**config.mk**
```make
export PLATFORM = sky130hd
export DESIGN_NAME = onei_cpu
export DESIGN_NICKNAME = d
export VERILOG_FILES = /design/src/rtl/onei_pkg.sv /design/src/rtl/onei_alu.sv /design/src/rtl/onei_seq.sv /design/src/rtl/onei_datapath.sv /design/src/rtl/onei_cpu.sv
export SDC_FILE = /design/constraint.sdc
export NUM_CORES = 1
export LEC_CHECK = 0
export BUFFER_PORTS_ARGS = -buffer_cell sky130_fd_sc_hd__buf_2
export CAP_MARGIN = 10
export CELL_PAD_IN_SITES_DETAIL_PLACEMENT = 0
export CELL_PAD_IN_SITES_GLOBAL_PLACEMENT = 1
export CORE_ASPECT_RATIO = 0.7
export CORE_MARGIN = 3
export CORE_UTILIZATION = 41
export DETAILED_ROUTE_END_ITERATION = 8
export PLACE_DENSITY = 0.86
export SETUP_SLACK_MARGIN = 0.3
export SLEW_MARGIN = 20
export SYNTH_ARGS = -nofsm -noshare
export SYNTH_HDL_FRONTEND = slang
export SYNTH_SLANG_ARGS = --single-unit
```
**constraint.sdc**
```tcl
create_clock -name clk -period 2.4 [get_ports clk]
set_input_delay 0.24 -clock clk [delete_from_list [all_inputs] [get_ports clk]]
set_output_delay 0.24 -clock clk [all_outputs]
set_load 0.02 [all_outputs]
```
**src/rtl/onei_pkg.sv**
```systemverilog
package onei_pkg;
  // Step codes; the debug port exposes these values directly.
  typedef enum logic [3:0] {
    ST_FA   = 4'd0,   // drive PC: first operand pointer; zero-PC check
    ST_CA   = 4'd1,   // capture first pointer, PC+1
    ST_FVA  = 4'd2,   // drive first pointer
    ST_CVA  = 4'd3,   // capture first value
    ST_FB   = 4'd4,   // drive PC: second operand pointer
    ST_CB   = 4'd5,   // capture second pointer, PC+1
    ST_FVB  = 4'd6,   // drive second pointer
    ST_CVB  = 4'd7,   // capture second value, subtract
    ST_WB   = 4'd8,   // write difference back
    ST_FP   = 4'd9,   // drive PC: target
    ST_CP   = 4'd10,  // capture target, PC+1
    ST_JMP  = 4'd11,  // conditional load of PC
    ST_HALT = 4'd15
  } step_e;
endpackage

```
**src/rtl/onei_alu.sv**
```systemverilog
module onei_alu #(
  parameter int DATA_W = 16
) (
  input  logic [DATA_W-1:0] minuend,
  input  logic [DATA_W-1:0] subtrahend,
  input  logic [DATA_W-1:0] stored,
  output logic [DATA_W-1:0] diff,
  output logic              le_zero
);
  assign diff    = minuend - subtrahend;
  // Condition taken from the registered result, not the live difference.
  assign le_zero = stored[DATA_W-1] | (stored == '0);
endmodule

```
**src/rtl/onei_seq.sv**
```systemverilog
module onei_seq
  import onei_pkg::*;
(
  input  logic  clk,
  input  logic  rst_n,
  input  logic  pc_zero,
  output step_e step,
  output logic  halted
);
  always_ff @(posedge clk) begin
    if (!rst_n) begin
      step <= ST_FA;
    end else begin
      case (step)
        ST_FA:   step <= pc_zero ? ST_HALT : ST_CA;
        ST_JMP:  step <= ST_FA;
        ST_HALT: step <= ST_HALT;
        default: step <= step_e'(4'(step) + 4'd1);
      endcase
    end
  end

  assign halted = (step == ST_HALT);

  AST_HALT_STICKY: assert property (@(posedge clk) disable iff (!rst_n)
    halted |=> halted);
  AST_STEP_WRAP: assert property (@(posedge clk) disable iff (!rst_n)
    (step == ST_JMP) |=> (step == ST_FA));
  AST_STEP_ADVANCE: assert property (@(posedge clk) disable iff (!rst_n)
    (step != ST_FA && step != ST_JMP && step != ST_HALT)
      |=> (4'(step) == 4'($past(step)) + 4'd1));
endmodule

```
**src/rtl/onei_datapath.sv**
```systemverilog
module onei_datapath
  import onei_pkg::*;
#(
  parameter int DATA_W   = 16,
  parameter int ADDR_W   = 8,
  parameter int RESET_PC = 1
) (
  input  logic              clk,
  input  logic              rst_n,
  input  step_e             step,
  input  logic [DATA_W-1:0] mem_rdata,
  output logic [ADDR_W-1:0] mem_addr,
  output logic [DATA_W-1:0] mem_wdata,
  output logic              mem_we,
  output logic [ADDR_W-1:0] pc,
  output logic              pc_zero
);
  localparam logic [ADDR_W-1:0] PC_INIT = ADDR_W'(RESET_PC);
  localparam logic [ADDR_W-1:0] PC_STEP = ADDR_W'(1);

  logic [ADDR_W-1:0] a_ptr, b_ptr, tgt;
  logic [DATA_W-1:0] a_val, res, diff;
  logic [ADDR_W-1:0] word_addr;
  logic              take;

  assign word_addr = mem_rdata[ADDR_W-1:0];

  onei_alu #(.DATA_W(DATA_W)) u_alu (
    .minuend   (mem_rdata),
    .subtrahend(a_val),
    .stored    (res),
    .diff      (diff),
    .le_zero   (take)
  );

  always_ff @(posedge clk) begin
    if (!rst_n) begin
      pc    <= PC_INIT;
      a_ptr <= '0;
      b_ptr <= '0;
      tgt   <= '0;
      a_val <= '0;
      res   <= '0;
    end else begin
      case (step)
        ST_CA: begin
          a_ptr <= word_addr;
          pc    <= pc + PC_STEP;
        end
        ST_CVA: a_val <= mem_rdata;
        ST_CB: begin
          b_ptr <= word_addr;
          pc    <= pc + PC_STEP;
        end
        ST_CVB: res <= diff;
        ST_CP: begin
          tgt <= word_addr;
          pc  <= pc + PC_STEP;
        end
        ST_JMP: if (take) pc <= tgt;
        default: ;
      endcase
    end
  end

  always_comb begin
    case (step)
      ST_FVA:        mem_addr = a_ptr;
      ST_FVB, ST_WB: mem_addr = b_ptr;
      default:       mem_addr = pc;
    endcase
  end

  assign mem_we    = (step == ST_WB);
  assign mem_wdata = res;
  assign pc_zero   = (pc == '0);

  AST_JMP_TAKEN: assert property (@(posedge clk) disable iff (!rst_n)
    (step == ST_JMP && take) |=> (pc == $past(tgt)));
  AST_JMP_FALLTHRU: assert property (@(posedge clk) disable iff (!rst_n)
    (step == ST_JMP && !take) |=> (pc == $past(pc)));
  AST_PC_BUMP: assert property (@(posedge clk) disable iff (!rst_n)
    (step == ST_CA) |=> (pc == $past(pc) + PC_STEP));
endmodule

```
**src/rtl/onei_cpu.sv**
```systemverilog
module onei_cpu
  import onei_pkg::*;
#(
  parameter int DATA_W   = 16,
  parameter int ADDR_W   = 8,
  parameter int RESET_PC = 1
) (
  input  logic              clk,
  input  logic              rst_n,
  output logic [ADDR_W-1:0] mem_addr,
  output logic [DATA_W-1:0] mem_wdata,
  output logic              mem_we,
  input  logic [DATA_W-1:0] mem_rdata,
  output logic              halted,
  output logic [ADDR_W-1:0] dbg_pc,
  output logic [3:0]        dbg_step
);
  step_e             step;
  logic              pc_zero;
  logic [ADDR_W-1:0] pc;

  onei_seq u_seq (
    .clk    (clk),
    .rst_n  (rst_n),
    .pc_zero(pc_zero),
    .step   (step),
    .halted (halted)
  );

  onei_datapath #(
    .DATA_W  (DATA_W),
    .ADDR_W  (ADDR_W),
    .RESET_PC(RESET_PC)
  ) u_dp (
    .clk      (clk),
    .rst_n    (rst_n),
    .step     (step),
    .mem_rdata(mem_rdata),
    .mem_addr (mem_addr),
    .mem_wdata(mem_wdata),
    .mem_we   (mem_we),
    .pc       (pc),
    .pc_zero  (pc_zero)
  );

  assign dbg_pc   = pc;
  assign dbg_step = 4'(step);

  AST_HALT_ON_ZERO: assert property (@(posedge clk) disable iff (!rst_n)
    (dbg_step == 4'd0 && dbg_pc == '0) |=> halted);
  AST_NO_WRITE_HALTED: assert property (@(posedge clk) disable iff (!rst_n)
    halted |-> !mem_we);
  AST_PC_HELD_HALTED: assert property (@(posedge clk) disable iff (!rst_n)
    halted |=> $stable(dbg_pc));
endmodule

```
# Word-level counts from Yosys, hierarchy flattened
# Index checks and enable logic that the tools add are counted.
# word_totals
ff_bits	68
input_bits	18
output_inout_bits	38
wordCells	34
# classes
addsub	3
eq_ne	11
mux	5
n_bitwise	1
reduce_logical	7
# op_table
op	n
$pmux 8 s2	2
$eq 4x4->1 const B	4
$logic_not 16->1	1
$sub 16x16->16	1
$eq 4x3->1 const B	3
$pmux 4 s3	1
$add 8x1->8 const B	1
$eq 4x2->1 const B	2
$logic_not 8->1	1
$mux 8	1
$add 4x1->4 const B	1
$eq 4x1->1 const B	1
$logic_not 4->1	1
$mux 4	1
$reduce_or 3->1	1
$ne 2x1->1 const B	1
$reduce_and 2->1	1
$reduce_bool 2->1	1
$reduce_or 2->1	1
$or 1x1->1	1

# Logic depth before layout (Yosys ltp)
# Gate-level depths: netlist (run 1).
# logic_depth
word_depth	4
depth_mapped	9
ltp_nobuf	9

# Hierarchy
# Synthesis (run 1) repeated with hierarchy kept, for this count alone.
# unflattened
cells_unflattened	495
hier_area_um2	3838.7
# by_module_without_submodules
module	instances	cells_each	area_per_inst_um2	seq_area_each_um2
onei_datapath	1	330	2708.8	1281.2
onei_alu	1	135	885.8	0.0
onei_seq	1	30	244.0	80.1

# Least setup slack after synthesis (run 1)
# No wires, ideal clock.
# synth_timing
path_kind	register -> output
from	register u_seq.step[0]
to	output mem_addr[3]
arrival_time_ps	1832
required_time_ps	2160
setup_slack_ps	328
stages_incl_launch_ff	9
n_path_buf	2
cell_sequence	dfxtp_1 -> inv_1 -> ha_1 -> clkbuf_1 -> and2_1 -> clkbuf_1 -> nor2_2 -> nand2_1 -> nand2_1
# synth_between
elab_chain_cells	3
elab_cells_between_ends	5
classes_between	eq/ne (3); mux (1); reduce/logical (1)
# synth_rtl
element	line_no	text
start, declared	onei_seq.sv:7	output step_e step,
start signal, assigned	onei_seq.sv:15	ST_FA: step <= pc_zero ? ST_HALT : ST_CA;
start signal, assigned	onei_seq.sv:18	default: step <= step_e'(4'(step) + 4'd1);
$eq 4x4->1 or $eq 4x3->1 (tied branches)	onei_datapath.sv:67	case (step)
$reduce_or 2->1	onei_datapath.sv:67	
$pmux 8 s2 (*)	onei_datapath.sv:67	
end, declared	onei_cpu.sv:10	output logic [ADDR_W-1:0] mem_addr,
# Mark *: on every way between the ends. The rest lies on a longest branch, timed or not.

# Worst setup path after layout (run 1)
# layout_timing
from	register u_seq.step[2]
to	output mem_addr[0]
# The elaborated chain is that of the path after synthesis.

==> impl_metrics.toml, run 1 <==
[floorplanning]
start_util_pct = 43.1
die_area_um2 = 10300
die_x_um = 120
core-area_um2 = 8650
num_rows = 28
fp.dieH_um = 85.8
boundaryPins = 56

[routing]
drc = 0
routed_wl_um = 11100
via_per_inst = 5.49
antenna_left = 0
dr.pass1.iters = 5
wl_per_cell_um = 16.2
dr_total_vias = 3761
drtIter0Drc = 328

[synthesis]
yosysUniqueCellTypes = 51
synth_simple_gate_area_share_pct = 26.5
syn_area_um2 = 3730
yosysWarnings = 0
ys_ff_latch = 68
yosysSeqAreaShare_pct = 36.5
syn_avg_cell_area_um2 = 7.41
synth-compound-area-share_pct = 21.2
synth_top_family_by_area = "simple AND/OR/NAND/NOR gates"
async_flop_share_pct = 0
synth_edf_count = 0
synthCells = 503
syn_nets = 543
synth-xor-area-share_pct = 2.12
ys.flop_type = "dfxtp_1"
synth_mux_area_share_pct = 0
synthAdderAreaFrac_pct = 7.59

[sta]
rsz0062_at_grt = "yes"
setup_slack_ns = 0.372
timing.hold.ws_ns = 0.162
hold_violations = 0
fmax_mhz = 493
setup_viol = 0
slew_violations = 0
fin_skew_ns = 0.00382
finalSetupTns_ns = 0
max_slew_margin_pct = 58.5
finalCritPeriodShare_pct = 84.5
worst_pin_slew_ns = 0.622
min_period_ns = 2.03

[power_and_ir_drop]
pwr-share-comb_pct = 33.6
leakage_nw = 1.81
powerDensity_nw_per_um2 = 837
netSwitchingFraction_pct = 35.9
p_int_mw = 2.45
switching_power_mw = 1.37
sequentialPowerShare_pct = 34.6
p_total_mw = 3.83
clkPwrFrac_pct = 31.8
vdd_drop_max_uv = 434

[worst_setup_path]
slowest_delay_ns = 0.31
path_delay_family = "buffers and inverters"
cp-end-kind = "output pin"
crit_arrival_ns = 1.79
start_kind = "flop"
path_cells = "buf_4 -> nor2b_2 -> a21o_4 -> buf_4 -> a22oi_1 -> nand2_1 -> buf_4"
cp_max_fo = 6
crit_type = "reg2out"
worstPathRequired_ns = 2.16
crit_buf_inv = 3
cp_common_cell = "buf_4"
cpMaxStageDelayCell = "dfxtp_1"

[flow_run]
maxCapViolCount = 0

[cells_and_area]
fin_area_um2 = 4570
final_util_pct = 52.8
final_common_cell = "nand2_1"
final_cell_mix = "117 x nand2_1, 65 x dfxtp_1, 62 x a21oi_1, 50 x buf_2, 32 x nand3_1"
antenna_cells = 0
final_nets = 601
area_growth_pct = 22.7
fin_cells = 685
drive_above_1_share_pct = 20.7

[grt]
first_global_vias = 3375
grt.total_usage_pct = 21.6
grt_pass1_wl_um = 17500
grt_max_degree = 49
antenna_found_initial = 0
overflow = 0

[clocking]
clock_latency_ns = 0.33
cts.clk_slew.worst_paths_ns = 0.05
cts_tree = "built"
root_buffer = "clkbuf_16"
h-tree-depth = 3
cts_hold_buf = 0
cts.sinks = 68
clock_path_buffers = 2
numCtsBuffers = 9

[outcome]
outcome = "completed"

[min_path]
hold_class = "in2reg"

[place]
pre_cts_ws_ns = 0.196
io_buffers = 55
hpwlAfterDp_um = 8060
place_congestion = 0.871
dp.cells = 665
postPlaceCellArea_um2 = 4150
tightest hold or removal path: cells and delay by family:
kind | cells | cell delay (ns)
AOI/OAI and AO/OA | 1 | 0.05
buffers and inverters | 1 | 0.11
and+or+nand+nor | 1 | 0.05
power by group through the flow:
stage | clock network, mW | logic (mW) | registers [mW]
after floorplan | 0 | 0.770 | 1.38
after global placement | 0 | 1.13 | 1.34
after detailed placement | 0 | 1.14 | 1.35
after CTS | 1.24 | 1.22 | 1.32
after global routing | 1.28 | 1.41 | 1.35
final | 1.22 | 1.28 | 1.33
metal layers:
layer / vias up / global-route usage, % / routed length, um
met5: - / 0 / 0
met4: 0 / 5.93 / 102
met3: 14 / 6.53 / 913
met2: 145 / 29.4 / 4500
met1: 1744 / 32.6 / 5600
li1: 1858 / - / -
logic make-up (layout without fill, tap and decap cells):
group	after synthesis	after routing
and+or+nand+nor	221	221
AOI/OAI and AO/OA	129	129
DFF	68	68
buffers and inverters	54	116
adders and majority gates	22	22
xor gates and xnor gates	9	9
sequential cells by signal, summed over array words and instances (netlist names):
signal          cells
u_dp.a_ptr          8
u_dp.a_val         16
u_dp.b_ptr          8
u_dp.mem_wdata     16
u_dp.pc             8
u_dp.tgt            8
u_seq.step          4
synth_stat cells (2+ instances only):
master | count | area (um^2)
nand4b_1 | 3 | 26.3
nand3_1 | 32 | 160
nand3b_1 | 3 | 22.5
buf_2 | 7 | 35.0
buf_6 | 2 | 22.5
dfxtp_1 | 68 | 1360
o31ai_1 | 4 | 30.0
xnor2_1 | 5 | 43.8
nor4_1 | 4 | 25.0
and3_1 | 2 | 12.5
a22oi_1 | 12 | 90.1
o21a_1 | 4 | 30.0
nor3_1 | 9 | 45.0
a211oi_1 | 7 | 52.6
a21oi_1 | 63 | 315
nand2_1 | 124 | 465
inv_1 | 26 | 97.6
nor2_1 | 23 | 86.3
ha_1 | 21 | 263
xor2_1 | 4 | 35.0
nor2b_1 | 3 | 18.8
a311oi_1 | 2 | 17.5
clkbuf_1 | 17 | 63.8
and2_1 | 7 | 43.8
o211ai_1 | 3 | 22.5
a31oi_1 | 2 | 12.5
nand2_2 | 2 | 12.5
nand4_1 | 2 | 12.5
a32oi_1 | 2 | 17.5
o21ai_0 | 19 | 95.1
layout make-up:
type / count / area (um^2)
repair buffers: 75 / 470
inverters: 26 / 97.6
flip-flops and latches: 68 / 1370
well taps: 120 / 150
clock buffers: 13 / 260
fillers: 889 / 4080
multi-input cells: 381 / 2220
clock inverters: 2 / 10.0
final timing paths:
path                            slack (ns)          start  cells past startpoint                 to
worst max-delay path                  0.37  u_seq.step[2]                      7        mem_addr[0]
worst min register to register        0.45  u_dp.a_val[7]                      2      u_dp.a_val[7]
worst min-delay path                  0.16  mem_rdata[12]                      3     u_dp.a_val[12]
worst max register to register        0.41  u_dp.a_val[0]                      8  u_dp.mem_wdata[8]
repair_timing:
action	4_1_cts	5_1_grt
gates cloned	0	0
pin swaps	1	7
buffers inserted	4	1
endpoints found under the setup margin	8	17
resized for setup	18	19
Note: power is estimated with default switching activity, not from simulation.
==> run 2: changes to the inputs <==
- ABC_AREA: unset -> 1
- PLACE_DENSITY: 0.86 -> 0.88
- clock period: 2.4 -> 1.95 ns (I/O delays scaled with it)
==> impl_metrics.toml, run 2 <==
[synthesis]
yosysTopAreaCellShare_pct = 34.4
ys_top_cells_by_count = "118 x nand2_1, 110 x inv_1, 68 x dfxtp_1"
yosysWarnings = 0
synth_simple_gate_area_share_pct = 26.3
syn_avg_cell_area_um2 = 6.56
yosysUniqueCellTypes = 31
synthAdderAreaFrac_pct = 7.15
yosysMostFrequentCell = "nand2_1"
ys_ff_latch = 68
synthCells = 603
async_flop_share_pct = 0
syn_nets = 643
ys.flop_type = "dfxtp_1"
synth_edf_count = 0
yosysSeqAreaShare_pct = 34.4
synth-compound-area-share_pct = 18.1
synth_mux_area_share_pct = 0
synth_top_family_by_area = "simple AND/OR/NAND/NOR gates"
synth-xor-area-share_pct = 1.55
synth_area_leaders = "dfxtp_1 34%, nand2_1 11%, inv_1 10%, o21ai_0 7.0%, a21oi_1 6.8%"
yosysTopAreaCell = "dfxtp_1"
syn_area_um2 = 3960

[worst_setup_path]
start_kind = "flop"
cp-end-kind = "output pin"
crit_type = "reg2out"
worstPathRequired_ns = 1.75
crit_arrival_ns = 1.77
cp_max_fo = 8

[flow_run]
maxCapViolCount = 0

[routing]
antenna_left = 0
via_per_inst = 5.06
dr.pass1.iters = 7
routed_wl_um = 12000
drtIter0Drc = 267
wl_per_cell_um = 14.6
drc = 0
dr_total_vias = 4154

[clocking]
clock_latency_ns = 0.33
root_buffer = "clkbuf_16"
clock_path_buffers = 2
cts.sinks = 68
cts.clk_slew.worst_paths_ns = 0.06
h-tree-depth = 3
cts_tree = "built"
numCtsBuffers = 9

[grt]
grt.total_usage_pct = 21.6
first_global_vias = 3656
overflow = 0
grt_pass1_wl_um = 18300
antenna_found_initial = 0
grt_max_degree = 39

[sta]
hold_violations = 0
rsz0062_at_grt = "yes"
fmax_mhz = 510
max_slew_margin_pct = 57.6
min_period_ns = 1.96
worst_pin_slew_ns = 0.632
fin_skew_ns = 0.00512
finalCritPeriodShare_pct = 101
finalSetupTns_ns = -0.0297
setup_viol = 3
setup_slack_ns = -0.0111
slew_violations = 0

[cells_and_area]
final_common_cell = "nand2_1"
area_growth_pct = 42.4
antenna_cells = 0
final_cell_mix = "107 x nand2_1, 98 x inv_1, 58 x dfxtp_1, 56 x nor2_1, 52 x o21ai_0"
fillCellCount = 829
final_nets = 732
fin_cells = 821
drive_above_1_share_pct = 32.3

[floorplanning]
die_x_um = 123
core-area_um2 = 9220
fp.dieH_um = 88.2
boundaryPins = 56
num_rows = 29
die_area_um2 = 10900
start_util_pct = 42.9

[power_and_ir_drop]
powerDensity_nw_per_um2 = 1060
vdd_drop_max_uv = 619
p_total_mw = 5.97
leakage_nw = 2.57

[min_path]
hold_class = "in2reg"

[place]
pre_cts_ws_ns = -0.0693
io_buffers = 55
dp.cells = 776
hpwlAfterDp_um = 8300
place_congestion = 0.853

[outcome]
outcome = "finished, violations left"
violations = "negative setup slack"
==> run 2: cell count changes after synthesis, sizes merged, moves of 7 or more <==
cell / previous run / this run
clkbuf: 18 / 5
nor2: 24 / 69
inv: 26 / 115
a211oi: 7 / 0
and2: 7 / 0
nand3: 32 / 42
a21oi: 63 / 55
o21ai: 20 / 64
==> run 2: logic make-up (layout without fill, tap and decap cells) <==
kind of cell	Yosys count	count (layout)
flops	68	68
compound gates	133	133
fa+ha+maj	22	22
buf+inv	129	222
xor+xnor	7	7
simple gates	244	245
==> run 2: layer usage <==
layer,GRT usage (%),wire length [um],share of wire (%)
met5,0,0,0
met4,5.33,131,1.1
met3,5.75,916,7.6
met2,28.7,4880,41
met1,34.0,6090,51
==> run 2: repair_timing <==
action | CTS | global route
pin swaps | 14 | 28
setup buffers | 13 | 14
cloned | 0 | 2
endpoints found under the setup margin | 29 | 39
endpoints found under the hold margin | 0 | 0
hold buffers | 0 | 0
gates resized for setup | 44 | 83
==> run 2: path summary, 6_finish.rpt <==
kind | from | end | slack [ns] | depth (start not counted)
max reg2reg | u_seq.step[1] | u_dp.pc[2] | 0.29 | 8
min | mem_rdata[15] | u_dp.a_val[15] | 0.13 | 3
max | u_seq.step[1] | mem_addr[3] | -0.01 | 11
min reg2reg | u_dp.a_val[14] | u_dp.a_val[14] | 0.47 | 2
==> run 2: where the power goes <==
group / switching (mW) / total, mW / internal (mW)
combinational: 1.45 / 2.48 / 1.03
clock: 0.629 / 1.70 / 1.07
sequential: 0.201 / 1.79 / 1.59
total: 2.28 / 5.97 / 3.69
==> run 2: area by class of cell <==
class	instances	area, um^2	share of cell area, %
sequential	68	1380	24.6
timing repair inverter	1	7.51	0.133
timing repair buffer	89	646	11.5
clock buffer	11	254	4.51
inverter	116	464	8.24
multi-input combinational	407	2670	47.3
tap	124	155	2.75
clock inverter	5	57.6	1.02
==> run 2: through the flow <==
step,hold WS [ns],cell area [um^2],utilization (%)
floorplan,0.330,4110,-
global placement,0.443,4530,49.1
detailed placement,0.453,4530,49.1
CTS,0.123,5170,56.1
global route,0.159,5630,61.1
finish,0.128,5630,61.1
==> run 2: critical path: stages (launching register included) <==
cell and delay, ns:
dfxtp_4 0.37, inv_4 0.07, ha_4 0.13, inv_2 0.04
nor2_4 0.08, inv_2 0.05, nand2_4 0.09, nor2_4 0.05
buf_12 0.14, a22oi_2 0.20, o21ai_4 0.08, buf_6 0.13
==> run 3: changes to the inputs <==
- CORE_MARGIN: 3 -> 2
==> impl_metrics.toml, run 3 (synthesized netlist as in run 2, its figures left out) <==
[outcome]
outcome = "finished, violations left"
violations = "negative setup slack"

[sta]
fmax_mhz = 510
setup_viol = 2
worst_pin_slew_ns = 0.584
setup_slack_ns = -0.0120
max_slew_margin_pct = 60.8
fin_skew_ns = 0.00418
hold_violations = 0
finalCritPeriodShare_pct = 101
rsz0062_at_grt = "yes"
finalSetupTns_ns = -0.0158
min_period_ns = 1.96
slew_violations = 0

[clocking]
cts.sinks = 68
cts_tree = "built"
root_buffer = "clkbuf_16"
h-tree-depth = 3
clock_path_buffers = 2
clock_latency_ns = 0.34
cts.clk_slew.worst_paths_ns = 0.05
numCtsBuffers = 9

[routing]
drtIter0Drc = 349
drc = 0
routed_wl_um = 11800
wl_per_cell_um = 14.4
via_per_inst = 5.12
antenna_left = 0
dr_total_vias = 4179
dr.pass1.iters = 5

[min_path]
holdCritStartpoint = "mem_rdata[15]"
hold_class = "in2reg"

[floorplanning]
die_area_um2 = 10500
boundaryPins = 56
core-area_um2 = 9220
start_util_pct = 42.9
fp.dieH_um = 86.2
num_rows = 29
die_x_um = 121

[cells_and_area]
area_growth_pct = 37.9
final_common_cell = "nand2_1"
fin_area_um2 = 5460
final_cell_mix = "110 x nand2_1, 98 x inv_1, 61 x nor2_1, 57 x dfxtp_1, 51 x o21ai_0"
drive_above_1_share_pct = 29.2
final_nets = 727
fillCellCount = 871
final_util_pct = 59.2
antenna_cells = 0

[place]
hpwlAfterDp_um = 8220
place_congestion = 0.889
postPlaceCellArea_um2 = 4520
pre_cts_ws_ns = -0.101
io_buffers = 55

[worst_setup_path]
start_kind = "flop"
cpMaxStageDelayCell = "dfxtp_4"
crit_start = "u_seq.step[2]"
path_cells = "nor2_2 -> inv_1 -> nor2_4 -> nor2_4 -> buf_12 -> a22oi_2 -> o21ai_4 -> buf_6"
path_delay_family = "flip-flops"
cp_common_cell = "nor2_4"
worstPathRequired_ns = 1.75
crit_arrival_ns = 1.77
crit_type = "reg2out"
cp_max_fo = 8
crit_buf_inv = 3
cp-end-kind = "output pin"
slowest_delay_ns = 0.39
timing.rr.start = "u_seq.step[1]"

[power_and_ir_drop]
leakage_nw = 2.51
powerDensity_nw_per_um2 = 1040
p_total_mw = 5.69
vdd_drop_max_uv = 548

[grt]
antenna_found_initial = 0
grt_max_degree = 40
grt_pass1_wl_um = 18500
first_global_vias = 3643
grt.total_usage_pct = 22.7
overflow = 0

[flow_run]
maxCapViolCount = 0
[run 3: changes by cell type in the layout (fill, tap and decap cells not counted), sizes merged]
cell,previous run,this run
bufinv,1,0
clkdlybuf4s15,0,1
clkbuf,11,12
buf,89,83
[run 3: routing by layer]
metal	GRT usage, %	wire, um
met5	0	0
met4	6.06	125
met3	5.46	797
met2	30.7	4660
met1	35.4	6180
[run 3: final cells by class]
class	count	area (um^2)	area share [%]
clock buffers	12	246	4.52
clock inverters	4	23.8	0.436
inverters	116	462	8.46
multi-input cells	407	2580	47.2
flip-flops and latches	68	1390	25.4
well taps	124	155	2.84
repair buffers	84	599	11.0
repair inverters	1	7.51	0.138
[run 3: worst paths after layout]
kind | endpoint | cells after the start | slack [ns]
setup / recovery | mem_addr[1] | 8 | -0.01
hold / removal | u_dp.a_val[15] | 3 | 0.12
setup reg to reg | u_dp.pc[2] | 9 | 0.35
hold reg to reg | u_dp.a_val[14] | 2 | 0.46
[run 3: through the flow]
step	std cells	hold slack (ns)
2_1_floorplan	603	0.330
3_3_place_gp	775	0.443
3_5_place_dp	775	0.449
4_1_cts	806	0.112
5_1_grt	816	0.145
6_report	816	0.116
[run 3: power by group]
part           internal [mW]  switching [mW]  leakage [nW]
Combinational          0.992            1.42          1.82
Sequential              1.60           0.193         0.557
Clock                  0.891           0.603         0.133
[run 3: worst min-delay path: cells and delay by family]
family,cells,cell delay [ns]
buffers and inverters,1,0.10
and+or+nand+nor,2,0.12
[run 3: what timing repair did]
action	in CTS	in global routing
buffers inserted	15	7
pin swaps	12	17
cloned	0	3
hold endpoints to repair	0	0
resized for setup	48	61
hold buffers	0	0
setup endpoints to repair	31	30
